<file path="config.mk">
export PLATFORM = sky130hd
export DESIGN_NAME = axil_regbus_bridge
export DESIGN_NICKNAME = d
export VERILOG_FILES = /design/src/rtl/axil_rb_pkg.sv /design/src/rtl/axil_rb_decode.sv /design/src/rtl/axil_rb_ctrl.sv /design/src/rtl/axil_regbus_bridge.sv
export SDC_FILE = /design/constraint.sdc
export NUM_CORES = 1
export LEC_CHECK = 0
export ABC_AREA = 1
export BUFFER_PORTS_ARGS = -buffer_cell sky130_fd_sc_hd__buf_4
export CAP_MARGIN = 15
export CORE_UTILIZATION = 45
export DETAILED_ROUTE_END_ITERATION = 7
export GPL_ROUTABILITY_DRIVEN = 0
export PLACE_DENSITY = 0.78
export SETUP_SLACK_MARGIN = 0.02
export SLEW_MARGIN = 20
export SYNTH_ARGS = -nofsm -noshare
export SYNTH_HDL_FRONTEND = slang
export SYNTH_SLANG_ARGS = --single-unit
</file>
<file path="constraint.sdc">
create_clock -name clk -period 2.1 [get_ports clk]
set_input_delay 0.42 -clock clk [delete_from_list [all_inputs] [get_ports clk]]
set_output_delay 0.42 -clock clk [all_outputs]
set_load 0.005 [all_outputs]
</file>
<file path="src/rtl/axil_rb_pkg.sv">
package axil_rb_pkg;
   typedef enum logic [2:0] {
      ST_IDLE,
      ST_WPH,
      ST_RPH,
      ST_WRSP,
      ST_RRSP
   } rb_state_e;

   localparam logic [1:0] RESP_OKAY   = 2'b00;
   localparam logic [1:0] RESP_SLVERR = 2'b10;
endpackage

</file>
<file path="src/rtl/axil_rb_decode.sv">
module axil_rb_decode #(
   parameter int                ADDR_W    = 32,
   parameter int                NUM_REGS  = 4,
   parameter logic [ADDR_W-1:0] BASE_ADDR = 'h4000_0000,
   parameter logic [ADDR_W-1:0] HIGH_ADDR = 'h4000_00FF
) (
   input  logic [ADDR_W-1:0]   addr,
   output logic [NUM_REGS-1:0] sel
);
   logic              in_win;
   logic [ADDR_W-1:0] off_word;

   assign in_win   = (addr >= BASE_ADDR) && (addr <= HIGH_ADDR);
   assign off_word = (addr - BASE_ADDR) >> 2;

   // register k (byte offset 4k) owns the k-th bit counted from the left
   for (genvar k = 0; k < NUM_REGS; k++) begin : g_sel
      assign sel[NUM_REGS-1-k] = in_win && (off_word == ADDR_W'(k));
   end
endmodule

</file>
<file path="src/rtl/axil_rb_ctrl.sv">
module axil_rb_ctrl
   import axil_rb_pkg::*;
#(
   parameter int DATA_W  = 32,
   parameter int TIMEOUT = 8
) (
   input  logic              clk,
   input  logic              rstn,
   input  logic              awvalid,
   input  logic              wvalid,
   input  logic              arvalid,
   input  logic              bready,
   input  logic              rready,
   input  logic              hit,
   input  logic              wr_ack,
   input  logic              rd_ack,
   input  logic              user_err,
   input  logic [DATA_W-1:0] user_rdata,
   output logic              awready,
   output logic              wready,
   output logic              arready,
   output logic              bvalid,
   output logic              rvalid,
   output logic [1:0]        bresp,
   output logic [1:0]        rresp,
   output logic [DATA_W-1:0] rdata,
   output logic              wph,
   output logic              rph,
   output logic              take_w,
   output logic              take_r
);
   localparam int CNT_W = $clog2(TIMEOUT + 1);
   localparam int RUN_W = CNT_W + 1;

   rb_state_e         st_q;
   logic [CNT_W-1:0]  cnt_q;
   logic [1:0]        bresp_q, rresp_q;
   logic [DATA_W-1:0] rdata_q;
   logic              expired, ack_w, ack_r;

   assign take_w  = (st_q == ST_IDLE) && awvalid && wvalid;
   assign take_r  = (st_q == ST_IDLE) && arvalid && !(awvalid && wvalid);
   assign expired = (cnt_q == CNT_W'(TIMEOUT - 1));
   assign ack_w   = wr_ack && hit;
   assign ack_r   = rd_ack && hit;

   always_ff @(posedge clk) begin
      if (!rstn) begin
         st_q    <= ST_IDLE;
         cnt_q   <= '0;
         bresp_q <= RESP_OKAY;
         rresp_q <= RESP_OKAY;
         rdata_q <= '0;
      end else begin
         case (st_q)
            ST_IDLE: begin
               cnt_q <= '0;
               if (take_w)      st_q <= ST_WPH;
               else if (take_r) st_q <= ST_RPH;
            end
            ST_WPH: begin
               if (ack_w) begin
                  st_q    <= ST_WRSP;
                  bresp_q <= user_err ? RESP_SLVERR : RESP_OKAY;
               end else if (expired) begin
                  st_q    <= ST_WRSP;
                  bresp_q <= RESP_SLVERR;
               end else begin
                  cnt_q <= cnt_q + 1'b1;
               end
            end
            ST_RPH: begin
               if (ack_r) begin
                  st_q    <= ST_RRSP;
                  rdata_q <= user_rdata;
                  rresp_q <= user_err ? RESP_SLVERR : RESP_OKAY;
               end else if (expired) begin
                  st_q    <= ST_RRSP;
                  rdata_q <= '0;
                  rresp_q <= RESP_SLVERR;
               end else begin
                  cnt_q <= cnt_q + 1'b1;
               end
            end
            ST_WRSP: if (bready) st_q <= ST_IDLE;
            ST_RRSP: if (rready) st_q <= ST_IDLE;
            default: st_q <= ST_IDLE;
         endcase
      end
   end

   assign awready = take_w;
   assign wready  = take_w;
   assign arready = take_r;
   assign wph     = (st_q == ST_WPH);
   assign rph     = (st_q == ST_RPH);
   assign bvalid  = (st_q == ST_WRSP);
   assign rvalid  = (st_q == ST_RRSP);
   assign bresp   = bresp_q;
   assign rresp   = rresp_q;
   assign rdata   = rdata_q;

   // checker counter: length of the current data phase
   logic [RUN_W-1:0] run_q;
   always_ff @(posedge clk) begin
      if (!rstn)                          run_q <= '0;
      else if (!(wph || rph))             run_q <= '0;
      else if (run_q != {RUN_W{1'b1}})    run_q <= run_q + 1'b1;
   end


   hs_pair_chk: assert property (@(posedge clk) disable iff (!rstn)
      awready |-> (wready && awvalid && wvalid && !arready));

   one_outstanding_chk: assert property (@(posedge clk) disable iff (!rstn)
      (wph || rph || bvalid || rvalid) |-> !(awready || arready));

   bhold_chk: assert property (@(posedge clk) disable iff (!rstn)
      (bvalid && !bready) |=> (bvalid && $stable(bresp)));

   rhold_chk: assert property (@(posedge clk) disable iff (!rstn)
      (rvalid && !rready) |=> (rvalid && $stable(rresp) && $stable(rdata)));

   wack_resp_chk: assert property (@(posedge clk) disable iff (!rstn)
      (wph && wr_ack && hit) |=>
         (bvalid && bresp == ($past(user_err) ? RESP_SLVERR : RESP_OKAY)));

   phase_len_chk: assert property (@(posedge clk) disable iff (!rstn)
      (wph || rph) |-> (run_q < RUN_W'(TIMEOUT)));
endmodule

</file>
<file path="src/rtl/axil_regbus_bridge.sv">
module axil_regbus_bridge #(
   parameter int                ADDR_W    = 32,
   parameter int                DATA_W    = 32,
   parameter int                NUM_REGS  = 4,
   parameter logic [ADDR_W-1:0] BASE_ADDR = 'h4000_0000,
   parameter logic [ADDR_W-1:0] HIGH_ADDR = 'h4000_00FF,
   parameter int                TIMEOUT   = 8
) (
   input  logic                  clk,
   input  logic                  rstn,
   input  logic [ADDR_W-1:0]     s_awaddr,
   input  logic                  s_awvalid,
   output logic                  s_awready,
   input  logic [DATA_W-1:0]     s_wdata,
   input  logic [DATA_W/8-1:0]   s_wstrb,
   input  logic                  s_wvalid,
   output logic                  s_wready,
   output logic [1:0]            s_bresp,
   output logic                  s_bvalid,
   input  logic                  s_bready,
   input  logic [ADDR_W-1:0]     s_araddr,
   input  logic                  s_arvalid,
   output logic                  s_arready,
   output logic [DATA_W-1:0]     s_rdata,
   output logic [1:0]            s_rresp,
   output logic                  s_rvalid,
   input  logic                  s_rready,
   output logic [NUM_REGS-1:0]   reg_wr_ce,
   output logic [NUM_REGS-1:0]   reg_rd_ce,
   output logic [DATA_W-1:0]     reg_wdata,
   output logic [DATA_W/8-1:0]   reg_be,
   input  logic [DATA_W-1:0]     reg_rdata,
   input  logic                  reg_wr_ack,
   input  logic                  reg_rd_ack,
   input  logic                  reg_err
);
   localparam int                STRB_W = DATA_W / 8;
   localparam logic [ADDR_W-1:0] SPAN   = HIGH_ADDR - BASE_ADDR;

   // elaboration-time parameter checks
   if (NUM_REGS < 1) begin : g_bad_regs
      $error("NUM_REGS must be at least 1");
   end
   if (DATA_W < 8 || (DATA_W % 8) != 0) begin : g_bad_data
      $error("DATA_W must be a whole number of bytes");
   end
   if (TIMEOUT < 1) begin : g_bad_timeout
      $error("TIMEOUT must be at least 1");
   end
   if (HIGH_ADDR < BASE_ADDR || SPAN < ADDR_W'('hFF)) begin : g_bad_window
      $error("address window must span at least 0x100 bytes");
   end
   if (BASE_ADDR[1:0] != 2'b00) begin : g_bad_base
      $error("BASE_ADDR must be word aligned");
   end
   if (ADDR_W'(NUM_REGS * 4 - 1) > SPAN) begin : g_bad_fit
      $error("registers do not fit inside the window");
   end

   logic [ADDR_W-1:0]   addr_q;
   logic [DATA_W-1:0]   wdata_q;
   logic [STRB_W-1:0]   wstrb_q;
   logic [NUM_REGS-1:0] sel;
   logic                hit, wph, rph, take_w, take_r;

   always_ff @(posedge clk) begin
      if (!rstn) begin
         addr_q  <= '0;
         wdata_q <= '0;
         wstrb_q <= '0;
      end else if (take_w) begin
         addr_q  <= s_awaddr;
         wdata_q <= s_wdata;
         wstrb_q <= s_wstrb;
      end else if (take_r) begin
         addr_q  <= s_araddr;
      end
   end

   axil_rb_decode #(
      .ADDR_W   (ADDR_W),
      .NUM_REGS (NUM_REGS),
      .BASE_ADDR(BASE_ADDR),
      .HIGH_ADDR(HIGH_ADDR)
   ) u_decode (
      .addr(addr_q),
      .sel (sel)
   );

   assign hit = |sel;

   axil_rb_ctrl #(
      .DATA_W (DATA_W),
      .TIMEOUT(TIMEOUT)
   ) u_ctrl (
      .clk       (clk),
      .rstn      (rstn),
      .awvalid   (s_awvalid),
      .wvalid    (s_wvalid),
      .arvalid   (s_arvalid),
      .bready    (s_bready),
      .rready    (s_rready),
      .hit       (hit),
      .wr_ack    (reg_wr_ack),
      .rd_ack    (reg_rd_ack),
      .user_err  (reg_err),
      .user_rdata(reg_rdata),
      .awready   (s_awready),
      .wready    (s_wready),
      .arready   (s_arready),
      .bvalid    (s_bvalid),
      .rvalid    (s_rvalid),
      .bresp     (s_bresp),
      .rresp     (s_rresp),
      .rdata     (s_rdata),
      .wph       (wph),
      .rph       (rph),
      .take_w    (take_w),
      .take_r    (take_r)
   );

   assign reg_wr_ce = wph ? sel : '0;
   assign reg_rd_ce = rph ? sel : '0;
   assign reg_wdata = wdata_q;
   assign reg_be    = wstrb_q;


   wce_onehot_chk: assert property (@(posedge clk) disable iff (!rstn)
      $onehot0(reg_wr_ce));

   rce_onehot_chk: assert property (@(posedge clk) disable iff (!rstn)
      $onehot0(reg_rd_ce));

   ce_excl_chk: assert property (@(posedge clk) disable iff (!rstn)
      !((|reg_wr_ce) && (|reg_rd_ce)));

   wpath_stable_chk: assert property (@(posedge clk) disable iff (!rstn)
      ((|reg_wr_ce) && $past(|reg_wr_ce)) |->
         ($stable(reg_wdata) && $stable(reg_be) && $stable(reg_wr_ce)));
endmodule

</file>
## After elaboration in Yosys (flattened, before gate mapping)

Index checks and enable logic that the tools add are counted.

- Bits of input ports: 142
- Register bits: 111
- ROM bits: 0
- Bits in latches: 0
- Memory bits (writable): 0
- Memories: 0

- Shift operators: 0
- Div/mod/pow operators: 0
- Equality and inequality tests: 15
- Muxes and demuxes: 23
- Reductions and logical operators: 24
- Multiply operators: 0
- Bitwise gates (word level): 0
- Add/sub/neg operators: 2
- $lt $le $gt $ge: 2

Operators with widths:

| operator | count |
|---|---|
| 2-to-1 mux 32 bit | 4 |
| == test 30 x 2 -> 1 bit (second input constant) | 2 |
| greater-or-equal comparator 32 x 31 -> 1 bit (second input constant) | 1 |
| less-or-equal comparator 32 x 31 -> 1 bit (second input constant) | 1 |
| zero test 32 bit | 1 |
| subtractor 32 x 31 -> 32 bit (second input constant) | 1 |
| == test 30 x 1 -> 1 bit (second input constant) | 1 |
| 2-to-1 mux 3 bit | 8 |
| 2-to-1 mux 4 bit | 5 |
| one-hot mux 3 bit (5 select lines) | 1 |
| logical AND 1 bit | 12 |
| one-hot mux 4 bit (3 select lines) | 1 |
| 2-to-1 mux 2 bit | 4 |
| == test 3 x 2 -> 1 bit (second input constant) | 2 |
| != test 3 x 1 -> 1 bit (second input constant) | 2 |
| nonzero test 2 bit | 3 |
| AND reduction 5 bit | 1 |
| adder 4 x 1 -> 4 bit (second input constant) | 1 |
| == test 4 x 3 -> 1 bit (second input constant) | 1 |
| != test 2 x 1 -> 1 bit (second input constant) | 2 |
| != test 2 bit (second input constant) | 2 |
| AND reduction 2 bit | 2 |
| OR reduction 4 bit | 1 |
| == test 3 x 1 -> 1 bit (second input constant) | 1 |
| 6 further kinds | 6 |

## Logic depth before layout (Yosys ltp)

- Depth in word-level cells: 7
- Mapped depth: 12
- Gate-level depth less buffers: 12

## Cells and area by module

From an unflattened synthesis, not the netlist that was laid out.

- Cell total of the unflattened synthesis: 703
- Area, all modules: 4,969.8 µm²

Modules (own cells, without submodules):

| module | cells each | times used | area each (µm²) |
|---|---|---|---|
| axil_regbus_bridge | 418 | 1 | 2,929.1 |
| axil_rb_ctrl | 247 | 1 | 1,876.8 |
| axil_rb_decode | 38 | 1 | 163.9 |

## Least setup slack after synthesis

Ideal clock, no wire load.

- Kind: register -> output
- From: register u_ctrl.st_q[2]
- To: output port s_wready
- Arrival: 1,113 ps
- Slack: 567 ps
- Data required time: 1,680 ps
- Cell stages (with the launch flop): 6
- Cells stage by stage: dfxtp_1 > nor2_2 > nand4_2 > inv_2 > buf_2 > buf_4

- Word-level cells in the longest chain between the ends: 3

RTL lines:

| item | RTL line | RTL |
|---|---|---|
| start: declaration | axil_rb_ctrl.sv:35 | `rb_state_e st_q;` |
| start signal: assignment | axil_rb_ctrl.sv:49 | `st_q <= ST_IDLE;` |
| start signal: assignment | axil_rb_ctrl.sv:58 | `if (take_w) st_q <= ST_WPH;` |
| start signal: assignment | axil_rb_ctrl.sv:59 | `else if (take_r) st_q <= ST_RPH;` |
| zero test 3 bit | axil_rb_ctrl.sv:41 | `assign take_w = (st_q == ST_IDLE) && awvalid && wvalid;` |
| logical AND 1 bit (2 in a row) | axil_rb_ctrl.sv:41 |  |
| end: declaration | axil_regbus_bridge.sv:17 | `output logic s_wready,` |

Every way passes these cells.

## Final worst setup path

- From: register addr_q[20]
- To: output port reg_rd_ce[1]

- Word-level cells in the longest chain between the ends: 4

RTL lines:

| item | RTL line | RTL |
|---|---|---|
| start: declaration | axil_regbus_bridge.sv:60 | `logic [ADDR_W-1:0] addr_q;` |
| start signal: assignment | axil_regbus_bridge.sv:72 | `addr_q <= s_awaddr;` |
| start signal: assignment | axil_regbus_bridge.sv:76 | `addr_q <= s_araddr;` |
| subtractor 32 x 31 -> 32 bit, or another cell as far along | axil_rb_decode.sv:14 | `assign off_word = (addr - BASE_ADDR) >> 2;` |
| == test 30 x 2 -> 1 bit / logical AND 1 bit (equally long branches) | axil_rb_decode.sv:18, axil_rb_decode.sv:13 |  |
| logical AND 1 bit * | axil_rb_decode.sv:18 | `assign sel[NUM_REGS-1-k] = in_win && (off_word == ADDR_W'(k));` |
| 2-to-1 mux 4 bit * | axil_regbus_bridge.sv:123 | `assign reg_rd_ce = rph ? sel : '0;` |
| end: declaration | axil_regbus_bridge.sv:29 | `output logic [NUM_REGS-1:0] reg_rd_ce,` |

Mark *: on every way between the ends. The rest lies on a longest branch, timed or not.

==> run metrics <==
Clock Latency Late Sink=0.36 ns; Synth top cells by count=nand2_1 (166), dfxtp_1 (107), a21oi_1 (103); cell-internal power=3.46 mW; Die Wd=99.6 um; synthesized netlist cell count=572; largest net degree at the start of global routing=61; nets=917; beginning of the worst register-to-register path=addr_q[20]; Post-synth top flop=dfxtp_1; Net Sw Frac=33.9%; layout cell share with drive strength beyond 1=34.5%; WHS Endpoint=reg_wdata[13]; global-route wire length before repair=19000 um; Final HPWL DP=8680 um; Worst R2R Setup Slack=0.22 ns; drt total wl=11700 um; top post-synthesis cells by area=dfxtp_1 (50%), nand2_1 (15%), a21oi_1 (12%); setup TNS=0 ns; Tcrit/Tclk final=94.4%; worst hold path type=input port to flip-flop; length of routed met2 wiring=5910 um; area leader, netlist=dfxtp_1; CTS Root Cell=clkbuf_8; wire length per cell=12.9 um; WHS Path Cells=3; worst endpoint required time=1.68 ns; Async S/R FF share, synth=0%; Final Max Tran Viols=0; sw power=1.77 mW; Hold Buf Count CTS=0; critical path class=flip-flop to output port; DRT iter0 DRCs=135; antenna cells=0; CTS Sinks=107; synth warn=0; Seq/Total Area, Yosys=50.0%; Worst setup SP type=flip-flop; Port Buffers=220; CP Capture Type=output port; fin crit period=1.98 ns; post-synth cell types=26; Total GRT Usage=23.6%; Initial Util=46.4%; r2r endpoint=u_ctrl.cnt_q[0]; RSZ-0062 raised after global routing=true; PwrDens=841 nW/um^2; Die ar.=9920 sq um; FF+latch count, synth=107; highest clock rate=504 MHz; Synth Area per Inst=7.49 sq um; total grt overflow=0; Die Y=99.6 um; count leader, synth=nand2_1; routed vias=4529; final setup fails=0; Flop pwr share=48.6%; CTS clk-pin slew, worst paths=0.11 ns; Vias/cell=4.99; CTS tree=yes; Post-synth EDFFs=0; CP max FO=5; core region area=9240 sq um; vias in the first global route=4275; drt drc=0; Leak=2.75 nW; Worst Clk Skew=0.0122 ns; run status=completed; FP Rows=35; Post-DRT Antenna Nets=0; clock power share=22.7%; M1 WL=4810 um; HP Start=s_wdata[13]; I/O pins=227; Final Hold Vio Count=0; maxcap violations=0; VDD IR-drop max=0.417 mV; reg2reg path depth=13; uppermost layer routed=met4; initial antenna violation count=0; Cell Area, Synth=4290 sq um; Longest Clk Path Bufs=2; # H-tree levels=3; worst endpoint data arrival time=1.56 ns; Detailed Routing Iterations Pass 1=4; total power=5.23 mW; met3 routed WL=680 um; CTS buffer count=9; Logic pwr share=28.7%; Layout area overhead=45.1%; post-synth top area share=50.0%
-- cell usage in the layout (no fill, tap or decap), types with 3 or more instances in the layout --
master / Yosys / routed
buf_4: 3 / 229
nand2_1: 166 / 165
dfxtp_1: 107 / 103
a21oi_1: 103 / 102
nor2_1: 39 / 33
o21ai_0: 31 / 31
o22ai_1: 30 / 30
inv_1: 20 / 20
clkbuf_8: 0 / 9
nor2_2: 1 / 7
nand4_1: 7 / 7
nor3_1: 7 / 7
nand3_1: 6 / 6
dfxtp_2: 0 / 4
nand2_2: 2 / 3
-- cells by family after synthesis --
group | share of synthesized area (%)
XOR/XNOR | 0.204
AND/OR/NAND/NOR | 22.7
buffers and inverters | 6.74
AO/OA/AOI/OAI | 20.0
flip-flops | 50.0
adder cells (fa/ha/maj) | 0.292
other | 0.0875
-- state kept, by name, indices dropped and copies added (netlist names) --
signal	count
reg_wdata	32
u_ctrl.rdata	32
addr_q	30
reg_be	4
u_ctrl.cnt_q	4
u_ctrl.st_q	3
u_ctrl.bresp	1
u_ctrl.rresp	1
-- what timing repair did --
action                     in CTS  in global routing
setup endpoints to repair       6                 29
gates resized for setup         0                 11
buffers inserted                1                  0
pin swaps                       1                 12
-- metrics by stage --
stage,cell area [sq um],cells,setup WS [ns],hold WS (ns),utilization [%]
6_report,6220,908,0.117,0.299,67.3
2_1_floorplan,4290,573,0.567,0.456,-
4_1_cts,6200,908,0.0246,0.283,67.1
3_3_place_gp,6010,891,0.298,0.447,65.0
5_1_grt,6220,908,-0.0873,0.274,67.3
3_5_place_dp,6010,891,0.247,0.453,65.0
-- how the worst max path moves through the flow --
stage	end	slack [ns]	startpoint	depth (start not counted)
detailed placement	u_ctrl.cnt_q[0]	0.25	addr_q[16]	12
global placement	u_ctrl.cnt_q[3]	0.30	addr_q[16]	12
global route	reg_rd_ce[0]	-0.09	addr_q[15]	8
floorplan	s_wready	0.57	u_ctrl.st_q[2]	5
finish	reg_rd_ce[1]	0.12	addr_q[20]	8
CTS	reg_rd_ce[3]	0.02	addr_q[16]	8
-- power groups by stage --
stage               logic (mW)  clock network [mW]  registers [mW]
floorplan                0.946                   0            2.54
global placement          1.43                   0            2.55
global route              1.70                1.29            2.59
CTS                       1.49                1.22            2.53
finish                    1.50                1.18            2.54
detailed placement        1.47                   0            2.57
-- per-layer routing --
metal  vias up  GRT usage (%)
met4         0           9.16
met2       148           42.8
met3        23           5.69
li1       2304              -
met5         -              0
met1      2054           26.6
-- critical path: stages (launching register included) --
cell	delay (ns)
dfxtp_2	0.33
nor2_1	0.10
nand2_1	0.07
nor2_2	0.11
nand2_2	0.08
nor2_4	0.14
nand4_1	0.13
nor2_1	0.12
buf_4	0.13
-- cell type report --
class | instances | area [sq um]
fillers | 778 | 3020
flip-flops and latches | 107 | 2150
multi-input cells | 403 | 1890
repair buffers | 231 | 1760
well taps | 129 | 161
clock buffers | 9 | 124
inverters | 22 | 82.6
clock inverters | 7 | 58.8
(Power assumes the default switching activity.)
